**config.mk**
```make
export PLATFORM = sky130hd
export DESIGN_NAME = nest_irq_ctrl
export DESIGN_NICKNAME = d
export VERILOG_FILES = /design/src/rtl/nic_pkg.sv /design/src/rtl/nic_arbiter.sv /design/src/rtl/nic_nest_gate.sv /design/src/rtl/nic_level_stack.sv /design/src/rtl/nest_irq_ctrl.sv
export SDC_FILE = /design/constraint.sdc
export NUM_CORES = 1
export LEC_CHECK = 0
export BUFFER_PORTS_ARGS = -buffer_cell sky130_fd_sc_hd__buf_2
export CORE_MARGIN = 5
export CORE_UTILIZATION = 43
export DETAILED_ROUTE_END_ITERATION = 12
export RECOVER_POWER = 50
export SLEW_MARGIN = 20
export SYNTH_ARGS = -nofsm -noshare
export SYNTH_HDL_FRONTEND = slang
export SYNTH_HIERARCHICAL = 1
export SYNTH_SLANG_ARGS = --single-unit
```
**constraint.sdc**
```tcl
create_clock -name clk -period 9.4 [get_ports clk]
set_input_delay 0.94 -clock clk [delete_from_list [all_inputs] [get_ports clk]]
set_output_delay 0.94 -clock clk [all_outputs]
set_load 0.01 [all_outputs]
```
**src/rtl/nic_pkg.sv**
```systemverilog
package nic_pkg;
    typedef enum logic [1:0] {
        ST_IDLE   = 2'd0,
        ST_ACTIVE = 2'd1,
        ST_FULL   = 2'd2
    } nic_state_e;
endpackage

```
**src/rtl/nic_arbiter.sv**
```systemverilog
// Picks the most urgent pending source: lowest level value, then lowest index.
module nic_arbiter #(
    parameter int NSRC = 8,
    parameter int LW   = 2,
    parameter int SW   = 3
) (
    input  logic [NSRC-1:0]         pend_i,
    input  logic [NSRC-1:0][LW-1:0] lvl_i,
    output logic                    any_o,
    output logic [SW-1:0]           idx_o,
    output logic [LW-1:0]           lvl_o
);
    always_comb begin
        any_o = 1'b0;
        idx_o = '0;
        lvl_o = '1;
        // Scan downward with <= so the smaller index wins a level tie
        for (int i = NSRC - 1; i >= 0; i--) begin
            if (pend_i[i] && (!any_o || lvl_i[i] <= lvl_o)) begin
                any_o = 1'b1;
                idx_o = SW'(i);
                lvl_o = lvl_i[i];
            end
        end
    end
endmodule

```
**src/rtl/nic_nest_gate.sv**
```systemverilog
// Decides whether a candidate level may interrupt the level in service.
module nic_nest_gate #(
    parameter int LW = 2
) (
    input  logic          busy_i,
    input  logic [LW-1:0] top_i,
    input  logic [LW-1:0] cand_i,
    input  logic          nest_off_i,
    output logic          allow_o
);
    localparam logic [LW-1:0] LAST_LVL = '1;

    logic strictly_higher;
    logic same_last;

    always_comb begin
        strictly_higher = cand_i < top_i;
        same_last       = (cand_i == LAST_LVL) && (top_i == LAST_LVL) && !nest_off_i;
        allow_o         = !busy_i || strictly_higher || same_last;
    end
endmodule

```
**src/rtl/nic_level_stack.sv**
```systemverilog
// Holds the levels currently in service.
module nic_level_stack #(
    parameter int DEPTH = 4,
    parameter int LW    = 2,
    parameter int DW    = 3
) (
    input  logic          clk,
    input  logic          rst_n,
    input  logic          push_i,
    input  logic          pop_i,
    input  logic [LW-1:0] lvl_i,
    output logic [DW-1:0] depth_o,
    output logic [LW-1:0] top_o
);
    localparam int            AW     = (DEPTH > 1) ? $clog2(DEPTH) : 1;
    localparam logic [DW-1:0] FULL_D = DW'(DEPTH);

    logic [LW-1:0] ent_q [DEPTH];
    logic [DW-1:0] depth_q;

    always_ff @(posedge clk or negedge rst_n) begin
        if (!rst_n) begin
            depth_q <= '0;
            for (int i = 0; i < DEPTH; i++) ent_q[i] <= '0;
        end else if (pop_i && depth_q != '0) begin
            depth_q <= depth_q - DW'(1);
        end else if (push_i && depth_q != FULL_D) begin
            ent_q[AW'(depth_q)] <= lvl_i;
            depth_q             <= depth_q + DW'(1);
        end
    end

    assign depth_o = depth_q;
    assign top_o   = (depth_q == '0) ? '0 : ent_q[AW'(depth_q - DW'(1))];

    AST_NO_PUSH_FULL: assert property (@(posedge clk) disable iff (!rst_n)
        push_i |-> depth_q != FULL_D) else $error("push into full stack");
    AST_POP_DEC: assert property (@(posedge clk) disable iff (!rst_n)
        (pop_i && depth_q != '0) |=> depth_q == $past(depth_q) - DW'(1)) else $error("pop miscount");
    AST_PUSH_TOP: assert property (@(posedge clk) disable iff (!rst_n)
        (push_i && !pop_i) |=> top_o == $past(lvl_i)) else $error("pushed level lost");
endmodule

```
**src/rtl/nest_irq_ctrl.sv**
```systemverilog
module nest_irq_ctrl #(
    parameter int NSRC  = 8,
    parameter int NLVL  = 4,
    parameter int DEPTH = 4,
    parameter int SW    = (NSRC > 1) ? $clog2(NSRC) : 1,
    parameter int LW    = $clog2(NLVL),
    parameter int DW    = $clog2(DEPTH + 1)
) (
    input  logic            clk,
    input  logic            rst_n,
    input  logic [NSRC-1:0] req_i,
    input  logic            lvl_we_i,
    input  logic [SW-1:0]   lvl_sel_i,
    input  logic [LW-1:0]   lvl_val_i,
    input  logic            ctl_we_i,
    input  logic            ctl_nest_off_i,
    input  logic            ie_set_i,
    input  logic            ie_clr_i,
    input  logic            eos_i,
    output logic            ack_o,
    output logic [SW-1:0]   ack_idx_o,
    output logic            ie_o,
    output logic [NSRC-1:0] pend_o,
    output logic [DW-1:0]   srv_depth_o,
    output logic [LW-1:0]   srv_lvl_o
);
    import nic_pkg::*;

    localparam logic [LW-1:0] LAST_LVL = '1;
    localparam logic [DW-1:0] LAST_D   = DW'(DEPTH - 1);

    nic_state_e state_q, state_d;

    logic [NSRC-1:0][LW-1:0] lvl_q;
    logic [NSRC-1:0]         pend_q;
    logic                    ie_q;
    logic                    nest_off_q;

    logic          best_any;
    logic [SW-1:0] best_idx;
    logic [LW-1:0] best_lvl;
    logic          allow;
    logic          grant;
    logic          pop;
    logic [DW-1:0] depth;
    logic [LW-1:0] top_lvl;

    nic_arbiter #(.NSRC(NSRC), .LW(LW), .SW(SW)) u_arb (
        .pend_i (pend_q),
        .lvl_i  (lvl_q),
        .any_o  (best_any),
        .idx_o  (best_idx),
        .lvl_o  (best_lvl)
    );

    nic_nest_gate #(.LW(LW)) u_gate (
        .busy_i     (state_q != ST_IDLE),
        .top_i      (top_lvl),
        .cand_i     (best_lvl),
        .nest_off_i (nest_off_q),
        .allow_o    (allow)
    );

    nic_level_stack #(.DEPTH(DEPTH), .LW(LW), .DW(DW)) u_stk (
        .clk     (clk),
        .rst_n   (rst_n),
        .push_i  (grant),
        .pop_i   (pop),
        .lvl_i   (best_lvl),
        .depth_o (depth),
        .top_o   (top_lvl)
    );

    // Decision and next state
    always_comb begin
        grant   = ie_q && !eos_i && best_any && allow && (state_q != ST_FULL);
        pop     = eos_i && (state_q != ST_IDLE);
        state_d = state_q;
        unique case (state_q)
            ST_IDLE:   if (grant) state_d = (DEPTH == 1) ? ST_FULL : ST_ACTIVE;
            ST_ACTIVE: begin
                if (pop && depth == DW'(1))      state_d = ST_IDLE;
                else if (grant && depth == LAST_D) state_d = ST_FULL;
            end
            ST_FULL:   if (pop) state_d = (DEPTH == 1) ? ST_IDLE : ST_ACTIVE;
            default:   state_d = ST_IDLE;
        endcase
    end

    // State register
    always_ff @(posedge clk or negedge rst_n) begin
        if (!rst_n) state_q <= ST_IDLE;
        else        state_q <= state_d;
    end

    // Registered outputs and programmable state
    always_ff @(posedge clk or negedge rst_n) begin
        if (!rst_n) begin
            ack_o      <= 1'b0;
            ack_idx_o  <= '0;
            ie_q       <= 1'b0;
            pend_q     <= '0;
            nest_off_q <= 1'b0;
            for (int i = 0; i < NSRC; i++) lvl_q[i] <= LAST_LVL;
        end else begin
            ack_o <= grant;
            if (grant) ack_idx_o <= best_idx;
            for (int i = 0; i < NSRC; i++) begin
                pend_q[i] <= (pend_q[i] && !(grant && best_idx == SW'(i))) || req_i[i];
            end
            if (grant)         ie_q <= 1'b0;
            else if (ie_clr_i) ie_q <= 1'b0;
            else if (ie_set_i) ie_q <= 1'b1;
            if (ctl_we_i) nest_off_q <= ctl_nest_off_i;
            if (lvl_we_i) lvl_q[lvl_sel_i] <= lvl_val_i;
        end
    end

    assign ie_o        = ie_q;
    assign pend_o      = pend_q;
    assign srv_depth_o = depth;
    assign srv_lvl_o   = top_lvl;

    AST_ACK_NEEDS_IE: assert property (@(posedge clk) disable iff (!rst_n)
        ack_o |-> $past(ie_q)) else $error("grant without enable");
    AST_ACK_ONE_CYCLE: assert property (@(posedge clk) disable iff (!rst_n)
        ack_o |=> !ack_o) else $error("ack longer than one cycle");
    AST_ACK_DROPS_IE: assert property (@(posedge clk) disable iff (!rst_n)
        ack_o |-> !ie_q) else $error("enable left set after grant");
    // a nested grant is strictly more urgent, or a permitted level-3 nest
    AST_NEST_RULE: assert property (@(posedge clk) disable iff (!rst_n)
        (ack_o && $past(depth) != '0) |->
            (top_lvl < $past(top_lvl)) ||
            (top_lvl == LAST_LVL && $past(top_lvl) == LAST_LVL && !$past(nest_off_q)))
        else $error("illegal nesting");
    AST_IDLE_MATCH: assert property (@(posedge clk) disable iff (!rst_n)
        (state_q == ST_IDLE) == (depth == '0)) else $error("state and depth disagree");
    AST_FULL_MATCH: assert property (@(posedge clk) disable iff (!rst_n)
        (state_q == ST_FULL) == (depth == DW'(DEPTH))) else $error("full state mismatch");
endmodule

```
==> key figures, run 1 <==
Run status
  • Status: finished with violations
  • Failing checks: capacitance limit, slew limit

CTS
  • Root Driver: clkbuf_8
  • Htree depth: 2
  • CTS tree: built
  • Worst-path clk slew: 90 ps
  • CTS Buf Count: 5
  • Worst skew pair latency: 290 ps
  • Max Root-Sink Buffers: 2
  • Clk sinks: 43

GRT
  • All-Layer GR Usage: 16.4%
  • Antenna violations before repair: 0
  • GR Util met1: 22.6%
  • First-pass GRT wire length: 11400 um
  • Grt ovf: 0
  • Number of global-route vias before repair: 2347
  • Met2 usage: 26.7%
  • GR peak layer: met2
  • Pin count of the biggest net entering global routing: 44
  • Met3 Usage GRT: 3.22%

Timing
  • Final setup viols: 0
  • FMAX: 110 MHz
  • Worst setup margin: 331 ps
  • Final Cycle Share: 96.5%
  • Worst hold margin: 490 ps
  • Pin slew with the least headroom to its limit: 2360 ps
  • Final hold vios: 0
  • Slew Viols, Final: 44
  • Final min period: 9070 ps
  • Max-slew headroom: -57.2%
  • Setup Skew: 11.2 ps

Worst setup path
  • Worst Path Arrival: 9240 ps
  • Slowest CP cell: dfstp_2
  • Crit-path max cell delay: 570 ps
  • CP Capture Type: register
  • Reg2reg start: lvl_q[15]$_DFFE_PN1P_
  • RR Endpoint: u_stk/ent_q[0]$_DFFE_PN0P_
  • CP Launch Type: register
  • Kind of critical path: register to register
  • Crit path required time: 9570 ps
  • Reg2reg setup slack: 330 ps
  • Crit-path max FO: 6
  • Reg2reg path depth: 51

Routing
  • DR vias/cell: 5.42
  • Via count: 2308
  • DRC: 0
  • Iter 0 DRT Violations: 94
  • DRT Wirelength: 6830 um
  • DRT antenna net count: 0
  • WL/cell: 16.0 um
  • TritonRoute pass-1 iters: 4

Synth
  • Prevailing post-synth register cell: dfrtp_1
  • Synth warn: 6
  • Seq/Total Area, Yosys: 38.4%
  • Number of library cell types mapped by synthesis: 59
  • Syn Inst Count: 270
  • Syn nets: 312
  • Ys async rst share: 100%
  • Yosys reg bits: 43
  • Post-synthesis instance area: 2860 um2
  • Syn_area_per_cell: 10.6 um2
  • EDFF count, synth: 0

Die
  • Initial core utilization: 44.5%
  • Placement Rows: 29
  • Die Footprint: 8370 um2
  • Die Y: 91.5 um
  • IO Pins: 39
  • Core area: 6420 um2
  • Die span in x: 91.5 um

Hold path
  • Hold EP: ack_idx_o[2]$_DFFE_PN0P_
  • WHS Path Cells: 1
  • Min-delay src: ack_idx_o[2]$_DFFE_PN0P_
  • Hold crit path type: register to register

Finish
  • Finished Layout Cells: 426
  • Layout Utilization: 58.5%
  • # diodes: 0
  • Share of cells above drive strength 1: 48.1%
  • Layout Nets: 390
  • Area grow syn2layout: 31.5%

Job
  • Max Cap Viol: 1

Place
  • IO Port Bufs: 38
  • Placed Cells: 412
  • Post-place setup slack: -122 ps
  • Final GP Congestion: 0.873
  • HPWL after DPL: 4950 um
## logic make-up (layout without fill, tap and decap cells)
kind of cell	after synthesis	in the layout	share of synthesized area (%)
xor gates and xnor gates	1	1	0.307
muxes	34	34	14.5
AOI/OAI and AO/OA	56	56	13.3
buffers and inverters	17	96	2.28
and+or+nand+nor	98	98	22.0
DFF	43	43	38.4
adders and majority gates	21	21	9.20
## cells in the mapped netlist, types with 3 or more instances
| master | n | area share (%) |
|---|---|---|
| dfrtp_1 | 27 | 24 |
| ha_1 | 21 | 9.2 |
| nor2_1 | 19 | 2.5 |
| dfstp_2 | 16 | 15 |
| inv_1 | 16 | 2.1 |
| mux2_2 | 15 | 5.9 |
| mux2_1 | 13 | 5.1 |
| o21ai_0 | 12 | 2.1 |
| a21oi_1 | 11 | 1.9 |
| nand2_1 | 10 | 1.3 |
| nand2b_1 | 10 | 2.2 |
| nor2b_1 | 10 | 2.2 |
| nand3_1 | 9 | 1.6 |
| nor3_1 | 5 | 0.88 |
| o21ai_1 | 5 | 0.88 |
| nand4b_1 | 4 | 1.2 |
| and2_1 | 3 | 0.66 |
| mux2i_1 | 3 | 1.1 |
| nand4_1 | 3 | 0.66 |
| nor3_2 | 3 | 1.1 |
| nor3b_2 | 3 | 1.3 |
| o21a_1 | 3 | 0.79 |
| o221ai_1 | 3 | 0.92 |
| o311a_1 | 3 | 1.1 |
## layout by cell type (no fill, tap or decap), types with 5 or more instances in the layout
cell type / n
buf_2: 36
dfstp_2: 16
clkbuf_8: 5
nor2_1: 19
buf_4: 32
dfrtp_1: 27
o21ai_2: 7
mux2_1: 13
a21oi_1: 10
nand2_1: 10
ha_4: 5
mux2_2: 14
ha_1: 16
nor2b_4: 8
nand2b_1: 10
o21ai_0: 5
nor3_1: 5
inv_1: 15
## per-stage QoR
| step | area, um2 | TNS, ps |
|---|---|---|
| 2_1_floorplan | 2870 | 0 |
| 3_3_place_gp | 3360 | 0 |
| 3_5_place_dp | 3360 | -933 |
| 4_1_cts | 3470 | 0 |
| 5_1_grt | 3750 | -546 |
| 6_report | 3750 | 0 |
## registers in the layout, indices dropped and copies added, names as in the netlist
| register | flops |
|---|---|
| pend_o | 8 |
| nest_off_q | 1 |
| state_q | 2 |
| ack_o | 1 |
| u_stk/ent_q | 8 |
| lvl_q | 16 |
| ack_idx_o | 3 |
| u_stk/depth_o | 3 |
| ie_o | 1 |
## layer usage
metal,share of wire [%],up-vias,wire length [um]
met4,0.89,0,61
met1,48,1117,3280
met3,2.8,6,191
met2,48,30,3300
li1,-,1155,-
met5,0,-,0
## cell type report
type	count	area, um2
Clock buffer	6	72.6
Tap cell	77	96.3
Inverter	16	60.1
Clock inverter	2	12.5
Fill cell	564	2670
Sequential cell	43	1100
Multi-Input combinational cell	210	1970
Timing Repair Buffer	72	450
## worst max-delay path by stage
stage / start / endpoint / slack, ps / depth (start not counted)
global route: lvl_q[15]$_DFFE_PN1P_ / u_stk/ent_q[0]$_DFFE_PN0P_ / -80 / 51
CTS: lvl_q[15]$_DFFE_PN1P_ / u_stk/ent_q[0]$_DFFE_PN0P_ / 10 / 51
detailed placement: lvl_q[15]$_DFFE_PN1P_ / u_stk/ent_q[0]$_DFFE_PN0P_ / -120 / 50
floorplan: pend_o[7]$_DFF_PN0_ / u_stk/ent_q[6]$_DFFE_PN0P_ / 5 / 48
global placement: lvl_q[15]$_DFFE_PN1P_ / u_stk/ent_q[0]$_DFFE_PN0P_ / 40 / 50
finish: lvl_q[15]$_DFFE_PN1P_ / u_stk/ent_q[0]$_DFFE_PN0P_ / 330 / 51
## critical path: cells and delay by family (launching register included)
| family | cells | cell delay (ps) |
|---|---|---|
| flops | 1 | 570 |
| simple gates | 17 | 2180 |
| buf+inv | 5 | 590 |
| compound gates | 19 | 2840 |
| fa+ha+maj | 7 | 1990 |
| mux | 3 | 760 |
## what timing repair did
action,in CTS,in global routing
buffers inserted,1,5
setup endpoints to repair,15,26
pin swaps,2,27
hold buffers,0,0
resized for setup,6,52
Power of run 1 is left out: the tool's default activity adds up to more than one toggle a clock period on the data nets, which glitch-free logic cannot reach.
==> run 2, diff against run 1 <==
Settings changed: BUFFER_PORTS_ARGS -buffer_cell sky130_fd_sc_hd__buf_2 to -buffer_cell sky130_fd_sc_hd__clkbuf_2, HOLD_SLACK_MARGIN set to 0.03.
==> key figures, run 2 (synthesized netlist as in run 1, its figures left out) <==
Finish
  • Area grow syn2layout: 30.9%
  • Largest reg by FF count: lvl_q
  • Most common cell after layout, fill and taps aside: clkbuf_2
  • Sequential Area: 1100 um2 (unchanged)
  • Post-route cell area: 3740 um2 (-0.43%)
  • Footprint of the multi-input gates: 1920 um2 (-2.5%)
  • Share of cells above drive strength 1: 48.0% (-0.14 points)
  • Layout Nets: 391 (+0.26%)
  • # diodes: 0 (unchanged)
  • FILL cells: 566 (+0.35%)
  • Commonest cells after routing, fill and taps aside: clkbuf_2 (37), buf_4 (32), dfrtp_1 (27), nor2_1 (19), ha_1 (17)
  • Max reg flops: 16 (unchanged)

Timing
  • Pin slew with the least headroom to its limit: 2330 ps (-31.8 ps)
  • FMAX: 111 MHz (+0.66%)
  • Worst hold margin: 496 ps (+5.74 ps)
  • RSZ-0062 raised after global routing: yes
  • Setup Skew: 11.2 ps (+0.0635 ps)
  • Final setup viols: 0 (unchanged)
  • Max-slew headroom: -55.0% (+2.1 points)
  • Final Cycle Share: 95.9% (-0.63 points)
  • Slew Viols, Final: 44 (unchanged)
  • Final hold vios: 0 (unchanged)
  • Final min period: 9010 ps (-59.5 ps)
  • Fin Setup TNS: 0 ps (unchanged)

Worst setup path
  • Slowest CP cell: dfrtp_1
  • CP Capture Type: register
  • Crit-path max cell delay: 400 ps (-170 ps)
  • Most common cell on crit path: o21ai_2
  • Reg2reg setup slack: 390 ps (+60 ps)
  • Reg2reg start: pend_o[7]$_DFF_PN0_
  • Crit path required time: 9590 ps (+20 ps)
  • Crit-path max FO: 5 (-1)
  • Worst Path Arrival: 9200 ps (-40 ps)
  • Kind of critical path: register to register
  • RR Endpoint: u_stk/ent_q[6]$_DFFE_PN0P_
  • Reg2reg path depth: 51 (unchanged)
  • CP Launch Type: register

Die
  • Initial core utilization: 44.5% (unchanged)
  • Placement Rows: 29 (unchanged)
  • Die Footprint: 8370 um2 (unchanged)
  • Die span in x: 91.5 um (unchanged)
  • Die Y: 91.5 um (unchanged)
  • IO Pins: 39 (unchanged)
  • Core area: 6420 um2 (unchanged)

GRT
  • Pin count of the biggest net entering global routing: 44 (unchanged)
  • Number of global-route vias before repair: 2305 (-1.8%)
  • Grt ovf: 0 (unchanged)
  • First-pass GRT wire length: 11300 um (-0.55%)
  • Antenna violations before repair: 0 (unchanged)
  • All-Layer GR Usage: 16.6% (+0.12 points)

Routing
  • Via count: 2333 (+1.1%)
  • Highest layer used for signal routing: met4
  • WL/cell: 16.2 um (+1.2%)
  • Met1 WL: 3260 um (-0.70%)
  • Met3 WL: 184 um (-3.7%)
  • TritonRoute pass-1 iters: 4 (unchanged)
  • Iter 0 DRT Violations: 86 (-8.5%)
  • DRC: 0 (unchanged)
  • DR vias/cell: 5.46 (+0.85%)
  • DRT antenna net count: 0 (unchanged)
  • Routed length on met2: 3420 um (+3.7%)
  • DRT Wirelength: 6930 um (+1.4%)

Hold path
  • Hold crit path type: register to register
  • Min-delay src: ack_idx_o[1]$_DFFE_PN0P_
  • WHS Path Cells: 1 (unchanged)
  • Hold EP: ack_idx_o[1]$_DFFE_PN0P_

CTS
  • Worst skew pair latency: 300 ps (about the same)
  • Worst-path clk slew: 90 ps (about the same)
  • Max Root-Sink Buffers: 2 (unchanged)
  • Clk sinks: 43 (unchanged)
  • Root Driver: clkbuf_8
  • CTS tree: built
  • CTS Buf Count: 5 (unchanged)
  • # hold bufs at CTS: 0 (unchanged)
  • Htree depth: 2 (unchanged)

Run status
  • Failing checks: capacitance limit, slew limit
  • Status: finished with violations

Place
  • HPWL after DPL: 5080 um (+2.6%)
  • IO Port Bufs: 38 (unchanged)
  • Final GP Congestion: 0.942 (+7.9%)
  • Placed cell areas: 3390 um2 (+0.67%)

Job
  • Max Cap Viol: 1 (unchanged)
==> run 2: cell types whose count changed in the layout (fill, tap and decap cells not counted), sizes merged <==
cell / change
bufinv: +1
buf: -36
clkinv: +1
clkinvlp: -1
clkbuf: +36
==> run 2: repair_timing <==
action	4_1_cts	5_1_grt
buffers inserted	0	4
hold endpoints to repair	0	0
pin swaps	2	20
resized for setup	6	44
endpoints found under the setup margin	19	26
==> run 2: metrics by stage <==
step / instances / utilization (%) / setup slack, ps
6_report: 427 / 58.2 / 390
2_1_floorplan: 270 / - / 4.80
5_1_grt: 427 / 58.2 / -167
4_1_cts: 423 / 54.6 / 2.43
3_3_place_gp: 415 / 52.7 / 66.6
3_5_place_dp: 415 / 52.7 / -177
==> run 2: critical path: cells and delay by family, from the launching register on <==
family	cells	cell delay, ps
fa+ha+maj	7	1900
compound gates	19	2820
buf+inv	5	640
mux	3	850
flops	1	400
simple gates	17	2290
==> run 2: metal layers <==
metal	global-route usage, %	vias up
met5	0	-
met4	4.15	0
met3	2.98	6
met2	26.8	28
met1	22.8	1138
li1	-	1161
==> run 2: final cells by class <==
cell class                      instances  area share [%]
Clock inverter                          3            1.17
Clock buffer                            5            1.84
Sequential cell                        43            29.3
Timing Repair Buffer                   73            12.2
Inverter                               16            1.61
Tap cell                               77            2.58
Multi-Input combinational cell        210            51.3
==> run 2: worst max-delay path by stage <==
stage,depth (start not counted),startpoint,end,slack [ps]
after floorplan,48,pend_o[7]$_DFF_PN0_,u_stk/ent_q[6]$_DFFE_PN0P_,5
after global placement,51,pend_o[7]$_DFF_PN0_,u_stk/ent_q[0]$_DFFE_PN0P_,70
after detailed placement,50,lvl_q[15]$_DFFE_PN1P_,u_stk/ent_q[6]$_DFFE_PN0P_,-180
after CTS,51,pend_o[7]$_DFF_PN0_,u_stk/ent_q[6]$_DFFE_PN0P_,2
after global routing,49,pend_o[7]$_DFF_PN0_,u_stk/ent_q[1]$_DFFE_PN0P_,-170
final,51,pend_o[7]$_DFF_PN0_,u_stk/ent_q[6]$_DFFE_PN0P_,390
Power of run 2 is left out for the same reason.
==> run 3, diff against run 2 <==
Settings changed: REMOVE_ABC_BUFFERS set to 1.
==> key figures, run 3 (synthesized netlist as in run 1, its figures left out) <==
GRT
  • Pin count of the biggest net entering global routing: 44 (unchanged)
  • Antenna violations before repair: 0 (unchanged)
  • Grt ovf: 0 (unchanged)
  • First-pass GRT wire length: 11000 um (-2.3%)
  • Number of global-route vias before repair: 2316 (+0.48%)
  • All-Layer GR Usage: 16.0% (-0.55 points)

Timing
  • Final min period: 9030 ps (+15.8 ps)
  • Slew Viols, Final: 44 (unchanged)
  • Pin slew with the least headroom to its limit: 2350 ps (+25.2 ps)
  • Final setup viols: 0 (unchanged)
  • Max-slew headroom: -56.7% (-1.7 points)
  • Setup Skew: 11.5 ps (+0.255 ps)
  • Final Cycle Share: 96.0% (+0.17 points)
  • FMAX: 111 MHz (-0.17%)
  • Fin Setup TNS: 0 ps (unchanged)
  • Final hold vios: 0 (unchanged)

Worst setup path
  • Crit path buf inv count: 3 (-2)
  • RR Endpoint: u_stk/ent_q[7]$_DFFE_PN0P_
  • Reg2reg start: lvl_q[15]$_DFFE_PN1P_
  • Reg2reg path depth: 52 (+2.0%)
  • CP Launch Type: register
  • Crit-path max cell delay: 540 ps (+140 ps)
  • CP Capture Type: register
  • Kind of critical path: register to register
  • Crit-path max FO: 6 (+1)
  • Reg2reg setup slack: 370 ps (-20 ps)
  • Worst Path Arrival: 9200 ps (about the same)
  • Most common cell on crit path: o21ai_2
  • Crit path required time: 9570 ps (-20 ps)
  • Slowest CP cell: dfstp_2
  • Cell family with most CP delay: compound AO/OA/AOI/OAI gates

Routing
  • DRC: 0 (unchanged)
  • Iter 0 DRT Violations: 61 (-29%)
  • TritonRoute pass-1 iters: 4 (unchanged)
  • DRT antenna net count: 0 (unchanged)
  • DR vias/cell: 5.51 (+0.92%)
  • Via count: 2349 (+0.69%)
  • DRT Wirelength: 6730 um (-2.9%)
  • WL/cell: 15.8 um (-2.7%)

CTS
  • # hold bufs at CTS: 0 (unchanged)
  • Root Driver: clkbuf_8
  • Clk sinks: 43 (unchanged)
  • CTS Buf Count: 5 (unchanged)
  • Htree depth: 2 (unchanged)
  • Worst skew pair latency: 290 ps (about the same)
  • Max Root-Sink Buffers: 2 (unchanged)
  • CTS tree: built
  • Worst-path clk slew: 90 ps (about the same)

Hold path
  • WHS Path Cells: 1 (unchanged)
  • Hold EP: ack_idx_o[0]$_DFFE_PN0P_
  • Min-delay src: ack_idx_o[0]$_DFFE_PN0P_
  • Hold crit path type: register to register

Finish
  • Max reg flops: 16 (unchanged)
  • Layout Utilization: 57.5% (-0.68 points)
  • Footprint of the multi-input gates: 1900 um2 (-0.72%)
  • Commonest cells after routing, fill and taps aside: clkbuf_2 (37), buf_4 (32), dfrtp_1 (27), nor2_1 (18), ha_1 (18)
  • Share of cells above drive strength 1: 47.6% (-0.44 points)
  • Most common cell after layout, fill and taps aside: clkbuf_2
  • FILL cells: 547 (-3.4%)
  • # diodes: 0 (unchanged)
  • Layout Nets: 390 (-0.26%)
  • Finished Layout Cells: 426 (-0.23%)
  • Area grow syn2layout: 29.4%
  • Sequential Area: 1100 um2 (unchanged)
  • Largest reg by FF count: lvl_q

Die
  • Die Footprint: 8370 um2 (unchanged)
  • Placement Rows: 29 (unchanged)
  • Initial core utilization: 44.5% (unchanged)
  • Die Y: 91.5 um (unchanged)
  • IO Pins: 39 (unchanged)
  • Core area: 6420 um2 (unchanged)
  • Die span in x: 91.5 um (unchanged)

Job
  • Max Cap Viol: 1 (unchanged)

Place
  • HPWL after DPL: 4990 um (-1.7%)
  • Final GP Congestion: 0.823 (-13%)
  • IO Port Bufs: 38 (unchanged)
  • Placed Cells: 411 (-0.96%)

Run status
  • Failing checks: capacitance limit, slew limit
  • Status: finished with violations
[run 3: through the flow]
stage / setup WS [ps] / hold WS (ps) / instance area, um2
after global placement: -497 / 471 / 3340
after global routing: -110 / 522 / 3690
after detailed placement: -523 / 482 / 3340
after floorplan: -283 / 470 / 2850
after CTS: 57.5 / 504 / 3450
final: 374 / 497 / 3690
[run 3: how the worst max path moves through the flow]
| stage | slack [ps] | from | end | depth (start not counted) |
|---|---|---|---|---|
| 2_1_floorplan | -280 | pend_o[7]$_DFF_PN0_ | u_stk/ent_q[0]$_DFFE_PN0P_ | 48 |
| 3_3_place_gp | -500 | lvl_q[15]$_DFFE_PN1P_ | u_stk/ent_q[6]$_DFFE_PN0P_ | 51 |
| 3_5_place_dp | -520 | lvl_q[15]$_DFFE_PN1P_ | u_stk/ent_q[7]$_DFFE_PN0P_ | 51 |
| 4_1_cts | 60 | lvl_q[15]$_DFFE_PN1P_ | u_stk/ent_q[7]$_DFFE_PN0P_ | 52 |
| 5_1_grt | -110 | lvl_q[15]$_DFFE_PN1P_ | u_stk/depth_o[1]$_DFFE_PN0P_ | 51 |
| 6_report | 370 | lvl_q[15]$_DFFE_PN1P_ | u_stk/ent_q[7]$_DFFE_PN0P_ | 52 |
[run 3: timing repair]
item	in CTS	in global routing
pin swaps	3	30
buffers inserted	0	7
gates resized for setup	9	43
endpoints found under the setup margin	26	26
[run 3: final cells by class]
cell class | count | area share (%)
inverter | 16 | 1.63
tap | 77 | 2.61
clock buffer | 6 | 2.24
sequential | 43 | 29.7
multi-input combinational | 210 | 51.5
clock inverter | 2 | 0.305
timing repair buffer | 72 | 12.0
[run 3: metal layers]
layer	vias up	part of all wire, %	track usage [%]
li1	1161	-	-
met1	1152	45	21.0
met2	32	51	27.5
met3	4	2.7	2.48
met4	0	0.73	4.15
met5	-	0	0
[run 3: worst reg2reg max path: cells and delay by family (launching register included)]
kind | cells | cell delay [ps]
adders and majority gates | 8 | 2210
buffers and inverters | 3 | 400
AOI/OAI and AO/OA | 24 | 3570
muxes | 1 | 300
and+or+nand+nor | 16 | 1920
DFF | 1 | 540
Power of run 3 is left out for the same reason.
